[src/rtl/dvs_seq_pkg.sv]
package dvs_seq_pkg;
  localparam int LVL_W    = 4;   // request level width
  localparam int NUM_LVL  = 9;   // eight running levels plus clock stop
  localparam int STOP_LVL = 8;   // index of the clock-stop entry
  localparam int CODE_W   = 8;   // voltage code width

  typedef enum logic [1:0] {
    ST_IDLE = 2'd0,
    ST_CMD  = 2'd1,
    ST_WAIT = 2'd2,
    ST_ACK  = 2'd3
  } seq_state_e;
endpackage

[src/rtl/dvs_regfile.sv]
module dvs_regfile
  import dvs_seq_pkg::*;
#(
  parameter int NUM_DOM    = 2,
  parameter int SET_W      = 16,
  parameter int DEF_SETTLE = 8,
  parameter int ADDR_W     = 8,
  parameter int DATA_W     = 16
) (
  input  logic                       clk,
  input  logic                       rst_n,
  input  logic                       psel,
  input  logic                       penable,
  input  logic                       pwrite,
  input  logic [ADDR_W-1:0]          paddr,
  input  logic [DATA_W-1:0]          pwdata,
  output logic [DATA_W-1:0]          prdata,
  input  logic [NUM_DOM*LVL_W-1:0]   lvl_i,
  output logic [NUM_DOM*CODE_W-1:0]  code_o,
  output logic [SET_W-1:0]           settle_o,
  input  logic [NUM_DOM-1:0]         done_set_i,
  output logic                       irq_o
);
  localparam logic [ADDR_W-1:0] SETTLE_ADDR = ADDR_W'(8'h40);
  localparam logic [ADDR_W-1:0] FLAG_ADDR   = ADDR_W'(8'h41);

  logic [CODE_W-1:0]  tbl_q [NUM_DOM][NUM_LVL];
  logic [SET_W-1:0]   settle_q;
  logic [NUM_DOM-1:0] flags_q;
  logic               wr_en;

  function automatic logic [ADDR_W-1:0] entry_addr(int d, int l);
    return ADDR_W'(d * 16 + l);
  endfunction

  assign wr_en = psel && penable && pwrite;

  // table storage: one register per (domain, level), decoded by full address
  always_ff @(posedge clk or negedge rst_n) begin
    if (!rst_n) begin
      for (int d = 0; d < NUM_DOM; d++)
        for (int l = 0; l < NUM_LVL; l++)
          tbl_q[d][l] <= '0;
    end else if (wr_en) begin
      for (int d = 0; d < NUM_DOM; d++)
        for (int l = 0; l < NUM_LVL; l++)
          if (paddr == entry_addr(d, l))
            tbl_q[d][l] <= pwdata[CODE_W-1:0];
    end
  end

  always_ff @(posedge clk or negedge rst_n) begin
    if (!rst_n) begin
      settle_q <= SET_W'(DEF_SETTLE);
    end else if (wr_en && paddr == SETTLE_ADDR) begin
      settle_q <= pwdata[SET_W-1:0];
    end
  end

  // completion flags: set from sequencers, write-one-to-clear, set wins
  always_ff @(posedge clk or negedge rst_n) begin
    if (!rst_n) begin
      flags_q <= '0;
    end else begin
      if (wr_en && paddr == FLAG_ADDR)
        flags_q <= (flags_q & ~pwdata[NUM_DOM-1:0]) | done_set_i;
      else
        flags_q <= flags_q | done_set_i;
    end
  end

  always_comb begin
    prdata = '0;
    for (int d = 0; d < NUM_DOM; d++)
      for (int l = 0; l < NUM_LVL; l++)
        if (paddr == entry_addr(d, l))
          prdata[CODE_W-1:0] = tbl_q[d][l];
    if (paddr == SETTLE_ADDR) prdata[SET_W-1:0]   = settle_q;
    if (paddr == FLAG_ADDR)   prdata[NUM_DOM-1:0] = flags_q;
  end

  // lookup: levels at or above the stop index all use the stop entry
  always_comb begin
    logic [LVL_W-1:0] idx;
    code_o = '0;
    for (int d = 0; d < NUM_DOM; d++) begin
      idx = lvl_i[d*LVL_W +: LVL_W];
      if (idx > LVL_W'(STOP_LVL)) idx = LVL_W'(STOP_LVL);
      for (int l = 0; l < NUM_LVL; l++)
        if (idx == LVL_W'(l))
          code_o[d*CODE_W +: CODE_W] = tbl_q[d][l];
    end
  end

  assign settle_o = settle_q;
  assign irq_o    = |flags_q;

  // a completion always raises the interrupt in the next cycle
  a_r10_flag_raises_irq: assert property (@(posedge clk) disable iff (!rst_n)
    (|done_set_i) |=> irq_o);
endmodule

[src/rtl/dvs_dom_seq.sv]
module dvs_dom_seq
  import dvs_seq_pkg::*;
#(
  parameter int SET_W = 16
) (
  input  logic              clk,
  input  logic              rst_n,
  input  logic              freq_valid_i,
  input  logic [CODE_W-1:0] code_i,
  input  logic [SET_W-1:0]  settle_i,
  output logic              freq_ready_o,
  output logic              cmd_valid_o,
  output logic [CODE_W-1:0] cmd_code_o,
  input  logic              cmd_grant_i
);
  seq_state_e        state_q;
  logic              up_q;
  logic              chg_q;
  logic [CODE_W-1:0] tgt_q;
  logic [CODE_W-1:0] cur_q;
  logic [SET_W-1:0]  cnt_q;

  always_ff @(posedge clk or negedge rst_n) begin
    if (!rst_n) begin
      state_q <= ST_IDLE;
      up_q    <= 1'b0;
      chg_q   <= 1'b0;
      tgt_q   <= '0;
      cur_q   <= '0;
      cnt_q   <= '0;
    end else begin
      unique case (state_q)
        ST_IDLE: if (freq_valid_i) begin
          tgt_q <= code_i;
          up_q  <= code_i > cur_q;
          chg_q <= code_i != cur_q;
          state_q <= (code_i > cur_q) ? ST_CMD : ST_ACK;
        end
        ST_ACK:  state_q <= (up_q || !chg_q) ? ST_IDLE : ST_CMD;
        ST_CMD:  if (cmd_grant_i) begin
          cur_q   <= tgt_q;
          cnt_q   <= settle_i;
          state_q <= ST_WAIT;
        end
        ST_WAIT: begin
          if (cnt_q == '0) state_q <= up_q ? ST_ACK : ST_IDLE;
          else             cnt_q   <= cnt_q - SET_W'(1);
        end
        default: state_q <= ST_IDLE;
      endcase
    end
  end

  assign freq_ready_o = (state_q == ST_ACK);
  assign cmd_valid_o  = (state_q == ST_CMD);
  assign cmd_code_o   = tgt_q;

  // the acknowledge is a single-cycle pulse
  a_r5_ack_one_cycle: assert property (@(posedge clk) disable iff (!rst_n)
    freq_ready_o |=> !freq_ready_o);

  // a raising acknowledge only ever follows the settle wait
  a_r3_raise_ack_after_wait: assert property (@(posedge clk) disable iff (!rst_n)
    (freq_ready_o && up_q) |-> $past(state_q) == ST_WAIT);

  // a command is only issued when it changes the domain's code
  a_r7_cmd_changes_code: assert property (@(posedge clk) disable iff (!rst_n)
    cmd_valid_o |-> cmd_code_o != cur_q);

  // the timer does not start before the command is accepted
  a_r8_hold_until_accept: assert property (@(posedge clk) disable iff (!rst_n)
    (cmd_valid_o && !cmd_grant_i) |=> cmd_valid_o && $stable(cmd_code_o));
endmodule

[src/rtl/dvs_cmd_arb.sv]
module dvs_cmd_arb
  import dvs_seq_pkg::*;
#(
  parameter int NUM_DOM = 2,
  parameter int DOM_W   = 1
) (
  input  logic                      clk,
  input  logic                      rst_n,
  input  logic [NUM_DOM-1:0]        req_valid_i,
  input  logic [NUM_DOM*CODE_W-1:0] req_code_i,
  output logic [NUM_DOM-1:0]        grant_o,
  output logic                      vcmd_valid_o,
  output logic [DOM_W-1:0]          vcmd_dom_o,
  output logic [CODE_W-1:0]         vcmd_code_o,
  input  logic                      vcmd_ready_i
);
  logic             locked_q;
  logic [DOM_W-1:0] owner_q;
  logic [DOM_W-1:0] first;
  logic [DOM_W-1:0] pick;

  // fixed priority: lowest domain index wins
  always_comb begin
    first = '0;
    for (int i = NUM_DOM - 1; i >= 0; i--)
      if (req_valid_i[i]) first = DOM_W'(i);
  end

  // a stalled command keeps its owner so the payload stays put
  assign pick         = locked_q ? owner_q : first;
  assign vcmd_valid_o = |req_valid_i;
  assign vcmd_dom_o   = pick;

  always_comb begin
    vcmd_code_o = '0;
    grant_o     = '0;
    for (int i = 0; i < NUM_DOM; i++) begin
      if (pick == DOM_W'(i)) begin
        vcmd_code_o = req_code_i[i*CODE_W +: CODE_W];
        grant_o[i]  = vcmd_valid_o && vcmd_ready_i;
      end
    end
  end

  always_ff @(posedge clk or negedge rst_n) begin
    if (!rst_n) begin
      locked_q <= 1'b0;
      owner_q  <= '0;
    end else begin
      locked_q <= vcmd_valid_o && !vcmd_ready_i;
      if (vcmd_valid_o && !vcmd_ready_i) owner_q <= pick;
    end
  end

  // payload is frozen while the regulator back-pressures
  a_r8_payload_stable: assert property (@(posedge clk) disable iff (!rst_n)
    (vcmd_valid_o && !vcmd_ready_i) |=>
      (vcmd_valid_o && $stable(vcmd_code_o) && $stable(vcmd_dom_o)));

  // at most one domain is accepted per cycle
  a_r9_single_grant: assert property (@(posedge clk) disable iff (!rst_n)
    $onehot0(grant_o));
endmodule

[src/rtl/dvs_seq_top.sv]
module dvs_seq_top
  import dvs_seq_pkg::*;
#(
  parameter int NUM_DOM    = 2,
  parameter int SET_W      = 16,
  parameter int DEF_SETTLE = 8,
  parameter int ADDR_W     = 8,
  parameter int DATA_W     = 16,
  localparam int DOM_W     = (NUM_DOM > 1) ? $clog2(NUM_DOM) : 1
) (
  input  logic                     clk,
  input  logic                     rst_n,
  input  logic                     psel,
  input  logic                     penable,
  input  logic                     pwrite,
  input  logic [ADDR_W-1:0]        paddr,
  input  logic [DATA_W-1:0]        pwdata,
  output logic [DATA_W-1:0]        prdata,
  output logic                     pready,
  output logic                     irq,
  input  logic [NUM_DOM-1:0]       freq_valid,
  input  logic [NUM_DOM*LVL_W-1:0] freq_level,
  output logic [NUM_DOM-1:0]       freq_ready,
  output logic                     vcmd_valid,
  output logic [DOM_W-1:0]         vcmd_dom,
  output logic [CODE_W-1:0]        vcmd_code,
  input  logic                     vcmd_ready
);
  logic [NUM_DOM*CODE_W-1:0] look_code;
  logic [NUM_DOM*CODE_W-1:0] cmd_code;
  logic [NUM_DOM-1:0]        cmd_valid;
  logic [NUM_DOM-1:0]        cmd_grant;
  logic [SET_W-1:0]          settle;

  assign pready = 1'b1;

  dvs_regfile #(
    .NUM_DOM(NUM_DOM), .SET_W(SET_W), .DEF_SETTLE(DEF_SETTLE),
    .ADDR_W(ADDR_W), .DATA_W(DATA_W)
  ) u_regs (
    .clk(clk), .rst_n(rst_n),
    .psel(psel), .penable(penable), .pwrite(pwrite),
    .paddr(paddr), .pwdata(pwdata), .prdata(prdata),
    .lvl_i(freq_level), .code_o(look_code), .settle_o(settle),
    .done_set_i(freq_ready), .irq_o(irq)
  );

  for (genvar d = 0; d < NUM_DOM; d++) begin : g_dom
    dvs_dom_seq #(.SET_W(SET_W)) u_seq (
      .clk(clk), .rst_n(rst_n),
      .freq_valid_i(freq_valid[d]),
      .code_i(look_code[d*CODE_W +: CODE_W]),
      .settle_i(settle),
      .freq_ready_o(freq_ready[d]),
      .cmd_valid_o(cmd_valid[d]),
      .cmd_code_o(cmd_code[d*CODE_W +: CODE_W]),
      .cmd_grant_i(cmd_grant[d])
    );
  end

  dvs_cmd_arb #(.NUM_DOM(NUM_DOM), .DOM_W(DOM_W)) u_arb (
    .clk(clk), .rst_n(rst_n),
    .req_valid_i(cmd_valid), .req_code_i(cmd_code), .grant_o(cmd_grant),
    .vcmd_valid_o(vcmd_valid), .vcmd_dom_o(vcmd_dom),
    .vcmd_code_o(vcmd_code), .vcmd_ready_i(vcmd_ready)
  );
endmodule

[config.mk]
export PLATFORM = sky130hd
export DESIGN_NAME = dvs_seq_top
export DESIGN_NICKNAME = d
export VERILOG_FILES = /design/src/rtl/dvs_seq_pkg.sv /design/src/rtl/dvs_regfile.sv /design/src/rtl/dvs_dom_seq.sv /design/src/rtl/dvs_cmd_arb.sv /design/src/rtl/dvs_seq_top.sv
export SDC_FILE = /design/constraint.sdc
export NUM_CORES = 1
export LEC_CHECK = 0
export ABC_AREA = 1
export BUFFER_PORTS_ARGS = -buffer_cell sky130_fd_sc_hd__buf_2
export CELL_PAD_IN_SITES_DETAIL_PLACEMENT = 2
export CELL_PAD_IN_SITES_GLOBAL_PLACEMENT = 2
export CORE_MARGIN = 1.5
export CORE_UTILIZATION = 39
export CTS_CLUSTER_SIZE = 12
export DETAILED_ROUTE_END_ITERATION = 6
export GPL_TIMING_DRIVEN = 0
export PLACE_DENSITY = 0.95
export SETUP_SLACK_MARGIN = 0.3
export SLEW_MARGIN = 25
export SYNTH_ARGS = -nofsm -noshare
export SYNTH_HDL_FRONTEND = slang
export SYNTH_SLANG_ARGS = --single-unit
[constraint.sdc]
create_clock -name clk -period 3.2 [get_ports clk]
set_input_delay 0.32 -clock clk [delete_from_list [all_inputs] [get_ports clk]]
set_output_delay 0.32 -clock clk [all_outputs]
set_load 0.02 [all_outputs]
==> results.sh, run 1 <==
export IMPL_whs_ns=0.0472
export IMPL_die_w_um=183
export IMPL_overflow=0
export IMPL_grt_pass1_wl_mm=107
export IMPL_endpoint_kind="flip-flop"
export IMPL_cts_tree="built"
export IMPL_slew_viol_final=0
export IMPL_synth_edff_count=0
export IMPL_status="finished, violations left"
export IMPL_fmax_mhz=306
export IMPL_hp_class="in -> reg"
export IMPL_yosys_warnings=0
export IMPL_syn_avg_cell_area_um2=7.51
export IMPL_fillers=3540
export IMPL_hold_viol=0
export IMPL_max_clock_path_buffers=3
export IMPL_worstSetupPathType="reg -> reg"
export IMPL_die_y_um=183
export IMPL_maxCapViolations=0
export IMPL_drive_gt1_share_pct=19.2
export IMPL_grt_use_total_pct=42.8
export IMPL_syn_inst=1688
export IMPL_vias=15391
export IMPL_cts_buffers=28
export IMPL_seqCellArea_um2=5910
export IMPL_leakagePower_nw=7.24
export IMPL_drt_iter0_drc=1545
export IMPL_clk_pin_slew_ns=0.08
export IMPL_setup_slack_ns=-0.0723
export IMPL_place_gp_congestion=0.964
export IMPL_final_antenna_net_count=0
export IMPL_fin_crit_sh_pct=102
export IMPL_p_per_area_nw_per_um2=461
export IMPL_worst_skew_pair_late_latency_ns=0.59
export IMPL_layout_commonest_cell="nand2_1"
export IMPL_synthDistinctLibCells=50
export IMPL_row_count=65
export IMPL_grt_max_degree=93
export IMPL_hpwl_mm=42.0
export IMPL_finClkSkew_ns=0.0267
export IMPL_drc=0
export IMPL_dr_pass1_iters=7
export IMPL_worstMarginPinSlew_ns=0.958
export IMPL_slew_limit_headroom_pct=35.9
export IMPL_nets=1915
export IMPL_design_core_area_um2=31800
export IMPL_portBuffers=68
export IMPL_dieArea_um2=33600
export IMPL_peakVddDrop_uv=415
export IMPL_syn_area_um2=12700
export IMPL_clock_sinks=236
export IMPL_violations="setup timing"
export IMPL_placed_area_um2=13600
export IMPL_power_total_mw=7.29
export IMPL_required_ns=3.67
export IMPL_synth_fp_nets=1756
export IMPL_dp_cells=2194
export IMPL_area_growth_pct=24.8
export IMPL_first_global_vias=16194
export IMPL_multi_input_area_um2=6460
export IMPL_async_reset_ff_share_pct=100
export IMPL_cp_start_kind="flip-flop"
export IMPL_antenna_found_initial=2
export IMPL_seq_area_frac_synth_pct=46.6
export IMPL_ys_ff_latch=236
export IMPL_crit_arrival_ns=3.74
export IMPL_clock_root_buffer="clkbuf_16"
export IMPL_finalNonFillerCells=2306
export IMPL_synth_main_ff_cell="dfrtp_1"
export IMPL_start_util_pct=39.8
export IMPL_crit_fanout=3
export IMPL_io_pins=70
export IMPL_setup_violations=2
export IMPL_rsz0062_at_grt="yes"
export IMPL_via_per_inst=6.67
export IMPL_finalWirelength_mm=82.5
export IMPL_period_minus_slack_ns=3.27
export IMPL_htree_levels=1
export IMPL_wl_per_cell_um=35.8
export IMPL_mostFrequentLayoutCells="467 x nand2_1, 239 x o21ai_0, 234 x dfrtp_1, 170 x inv_1, 108 x nor2_1"
export IMPL_finalInstanceArea_um2=15800
[worst max-delay path, cell delays in order (launching register included)]
cell,delay [ns]
dfrtp_1,0.47
nand2_1,0.12
o211ai_1,0.12
o21ai_2,0.15
o211ai_1,0.22
a221oi_2,0.34
a21oi_2,0.20
ha_1,0.27
a21oi_1,0.37
o21ai_1,0.23
nand2_1,0.14
o211ai_1,0.16
nand3_1,0.11
nand3_1,0.09
o21ai_0,0.16
[cell usage after synthesis, drive strengths merged (4+ instances only)]
master / number / area share (%)
o211ai: 11 / 0.80
nand4: 41 / 2.0
or2: 8 / 0.39
nor3: 15 / 0.63
xor2: 6 / 0.41
nor2: 152 / 4.6
dfrtp: 235 / 46
ha: 28 / 2.8
nand2: 487 / 14
a22oi: 4 / 0.28
nor4: 5 / 0.41
clkbuf: 48 / 1.4
o21ai: 267 / 11
a221oi: 12 / 0.83
buf: 11 / 0.59
a21oi: 78 / 3.1
o22ai: 4 / 0.20
a31oi: 12 / 0.59
nand3: 56 / 2.3
inv: 185 / 5.5
[through the flow]
step	util [%]	TNS, ns	setup slack, ns
after CTS	47.5	0	0.180
after global routing	49.7	-0.0376	-0.0376
after detailed placement	42.9	-3.54	-0.724
final	49.7	-0.0778	-0.0723
after global placement	42.6	-587.39	-2.51
after floorplan	-	0	0.694
[cell type report]
type                    count  area share [%]
diodes                      3          0.0475
repair buffers            128            5.63
multi-input cells        1207            40.9
flip-flops and latches    236            37.4
well taps                 435            3.44
plain buffers              59            1.80
clock buffers              43            5.49
inverters                 187            4.57
clock inverters             8           0.744
[flip-flops by register name, summed over array words and instances (netlist names)]
register / count
g_dom.u_seq.chg_q: 2
g_dom.u_seq.cmd_code_o: 16
g_dom.u_seq.cnt_q: 32
g_dom.u_seq.cur_q: 16
g_dom.u_seq.state_q: 4
g_dom.u_seq.up_q: 2
u_arb.locked_q: 1
u_arb.owner_q: 1
u_regs.flags_q: 2
u_regs.settle_o: 16
u_regs.tbl_q: 144
[report_power, final]
part	total [mW]	internal, mW	leakage (nW)	switching [mW]
Clock	3.73	2.10	0.486	1.62
Sequential	3.06	3.01	3.04	0.0453
Combinational	0.509	0.121	3.72	0.388
Total	7.29	5.24	7.24	2.06
[final timing paths]
| path | start | to | slack (ns) | cells after the start |
|---|---|---|---|---|
| max in group asynchronous | rst_n | g_dom[1].u_seq.cnt_q[2] | 1.92 | 3 |
| hold reg to reg | g_dom[0].u_seq.cur_q[1] | g_dom[0].u_seq.cur_q[1] | 0.51 | 2 |
| hold / removal | pwdata[15] | u_regs.settle_o[15] | 0.05 | 3 |
| min in group asynchronous | rst_n | g_dom[0].u_seq.cnt_q[15] | 0.30 | 2 |
| setup reg to reg | u_regs.tbl_q[66] | g_dom[1].u_seq.state_q[1] | -0.07 | 14 |
| setup / recovery | u_regs.tbl_q[66] | g_dom[1].u_seq.state_q[1] | -0.07 | 14 |
[cells by family after synthesis]
group | Yosys count | synth area share (%)
fa+ha+maj | 28 | 2.76
xor+xnor | 6 | 0.415
simple gates | 769 | 25.1
other cells | 1 | 0.0296
compound gates | 401 | 17.4
mux | 1 | 0.0790
flops | 236 | 46.6
buf+inv | 246 | 7.57
[metal layers]
layer | GRT usage [%] | vias up | routed length [um]
met1 | 49.8 | 7706 | 28900
met4 | 27.6 | 2 | 8210
met3 | 8.02 | 587 | 7580
li1 | - | 5877 | -
met5 | 0 | - | 9
met2 | 72.4 | 1219 | 37800
[what timing repair did]
| item | CTS | global route |
|---|---|---|
| gates resized for setup | 110 | 104 |
| pin swaps | 19 | 52 |
| buffers inserted | 11 | 44 |
| hold buffers | 2 | 0 |
| cloned | 0 | 1 |
| hold endpoints to repair | 66 | 0 |
| endpoints found under the setup margin | 34 | 36 |
(Power assumes the default switching activity.)
==> inputs of run 2 (changes only) <==
RECOVER_POWER = 25   (was default)
==> results.sh, run 2 (synthesis results as in run 1) <==
export IMPL_peakVddDrop_uv=415
export IMPL_whs_ns=0.0472
export IMPL_drc=0
export IMPL_slew_limit_headroom_pct=-33.5
export IMPL_die_w_um=183
export IMPL_violations="capacitance limit, slew limit, setup timing"
export IMPL_wl_per_cell_um=35.8
export IMPL_worst_skew_pair_late_latency_ns=0.59
export IMPL_mostFrequentLayoutCells="467 x nand2_1, 239 x o21ai_0, 234 x dfrtp_1, 170 x inv_1, 108 x nor2_1"
export IMPL_portBuffers=68
export IMPL_drive_gt1_share_pct=19.2
export IMPL_setup_violations=2
export IMPL_top_register="u_regs.tbl_q"
export IMPL_layout_commonest_cell="nand2_1"
export IMPL_maxCapViolations=1
export IMPL_endpoint_kind="flip-flop"
export IMPL_fin_crit_sh_pct=102
export IMPL_clock_sinks=236
export IMPL_seqCellArea_um2=5910
export IMPL_largest_register_ffs=144
export IMPL_hpwl_mm=42.0
export IMPL_required_ns=3.67
export IMPL_first_global_vias=16194
export IMPL_design_core_area_um2=31800
export IMPL_clock_root_buffer="clkbuf_16"
export IMPL_slew_viol_final=66
export IMPL_die_y_um=183
export IMPL_vias=15396
export IMPL_antenna_found_initial=2
export IMPL_max_clock_path_buffers=3
export IMPL_row_count=65
export IMPL_hp_class="in -> reg"
export IMPL_dp_slack_ns=-0.724
export IMPL_worstMarginPinSlew_ns=2.00
export IMPL_hold_viol=0
export IMPL_io_pins=70
export IMPL_htree_levels=1
export IMPL_dr_pass1_iters=7
export IMPL_finClkSkew_ns=0.0266
export IMPL_multi_input_area_um2=6460
export IMPL_overflow=0
export IMPL_final_antenna_net_count=0
export IMPL_p_per_area_nw_per_um2=462
export IMPL_rsz0062_at_grt="yes"
export IMPL_status="finished, violations left"
export IMPL_cp_start_kind="flip-flop"
export IMPL_nets=1915
export IMPL_finalWirelength_mm=82.5
export IMPL_grt_use_total_pct=42.8
export IMPL_place_gp_congestion=0.964
export IMPL_setup_slack_ns=-0.0714
export IMPL_fillers=3541
export IMPL_start_util_pct=39.8
export IMPL_period_minus_slack_ns=3.27
export IMPL_clk_pin_slew_ns=0.08
export IMPL_fmax_mhz=306
export IMPL_power_total_mw=7.29
export IMPL_area_growth_pct=24.7
export IMPL_crit_arrival_ns=3.74
export IMPL_via_per_inst=6.68
export IMPL_grt_max_degree=93
export IMPL_grt_pass1_wl_mm=107
export IMPL_cts_tree="built"
export IMPL_dieArea_um2=33600
export IMPL_cts_buffers=28
export IMPL_drt_iter0_drc=1545
export IMPL_worstSetupPathType="reg -> reg"
export IMPL_largestRegisters="u_regs.tbl_q (144), g_dom.u_seq.cnt_q (32)"
export IMPL_crit_fanout=3
export IMPL_leakagePower_nw=7.24
==> run 2: changes by cell type in the layout (fill, tap and decap cells not counted) <==
| cell | delta |
|---|---|
| clkbuf_2 | +1 |
| buf_8 | -1 |
==> run 2: final timing paths <==
check | start | to | slack (ns) | cells after the start
max | u_regs.tbl_q[66] | g_dom[1].u_seq.state_q[1] | -0.07 | 14
min | pwdata[15] | u_regs.settle_o[15] | 0.05 | 3
max reg2reg | u_regs.tbl_q[66] | g_dom[1].u_seq.state_q[1] | -0.07 | 14
min reg2reg | g_dom[0].u_seq.cur_q[1] | g_dom[0].u_seq.cur_q[1] | 0.51 | 2
max in group asynchronous | rst_n | g_dom[1].u_seq.cnt_q[2] | 1.00 | 3
min in group asynchronous | rst_n | g_dom[0].u_seq.cnt_q[15] | 0.83 | 2
==> run 2: what timing repair did <==
action | CTS | global route
pin swaps | 19 | 52
buffers inserted | 11 | 44
setup endpoints to repair | 34 | 36
hold buffers | 2 | 0
resized for setup | 110 | 104
endpoints found under the hold margin | 66 | 0
cloned | 0 | 1
==> run 2: metrics by stage <==
step | util, % | setup TNS (ns) | cell area (um2) | instances
6_report | 49.7 | -0.0770 | 15800 | 2306
5_1_grt | 49.7 | -0.0376 | 15800 | 2303
4_1_cts | 47.5 | 0 | 15100 | 2258
3_5_place_dp | 42.9 | -3.54 | 13600 | 2194
3_3_place_gp | 42.6 | -587.39 | 13600 | 2191
2_1_floorplan | - | 0 | 12700 | 1688
==> run 2: final cells by class <==
cell class / count / area share [%]
Multi-Input combinational cell: 1207 / 40.9
Timing Repair Buffer: 128 / 5.57
Clock buffer: 43 / 5.50
Buffer: 59 / 1.81
Tap cell: 435 / 3.45
Sequential cell: 236 / 37.4
Inverter: 187 / 4.58
Clock inverter: 8 / 0.744
Antenna cell: 3 / 0.0475
==> run 2: layer usage <==
| layer | GRT usage, % | wire (um) | vias to the layer above |
|---|---|---|---|
| li1 | - | - | 5876 |
| met1 | 49.8 | 29000 | 7706 |
| met2 | 72.4 | 37800 | 1221 |
| met3 | 8.02 | 7530 | 591 |
| met4 | 27.6 | 8240 | 2 |
| met5 | 0 | 9 | - |
==> run 2: worst max-delay path, cell delays in order, from the launching register on <==
cell	delay, ns
dfrtp_1	0.47
nand2_1	0.12
o211ai_1	0.12
o21ai_2	0.15
o211ai_1	0.21
a221oi_2	0.34
a21oi_2	0.20
ha_1	0.27
a21oi_1	0.37
o21ai_1	0.23
nand2_1	0.14
o211ai_1	0.16
nand3_1	0.11
nand3_1	0.09
o21ai_0	0.16
==> run 2: power by group <==
group / switching [mW] / internal [mW]
Sequential: 0.0453 / 3.01
Combinational: 0.388 / 0.120
Clock: 1.62 / 2.10
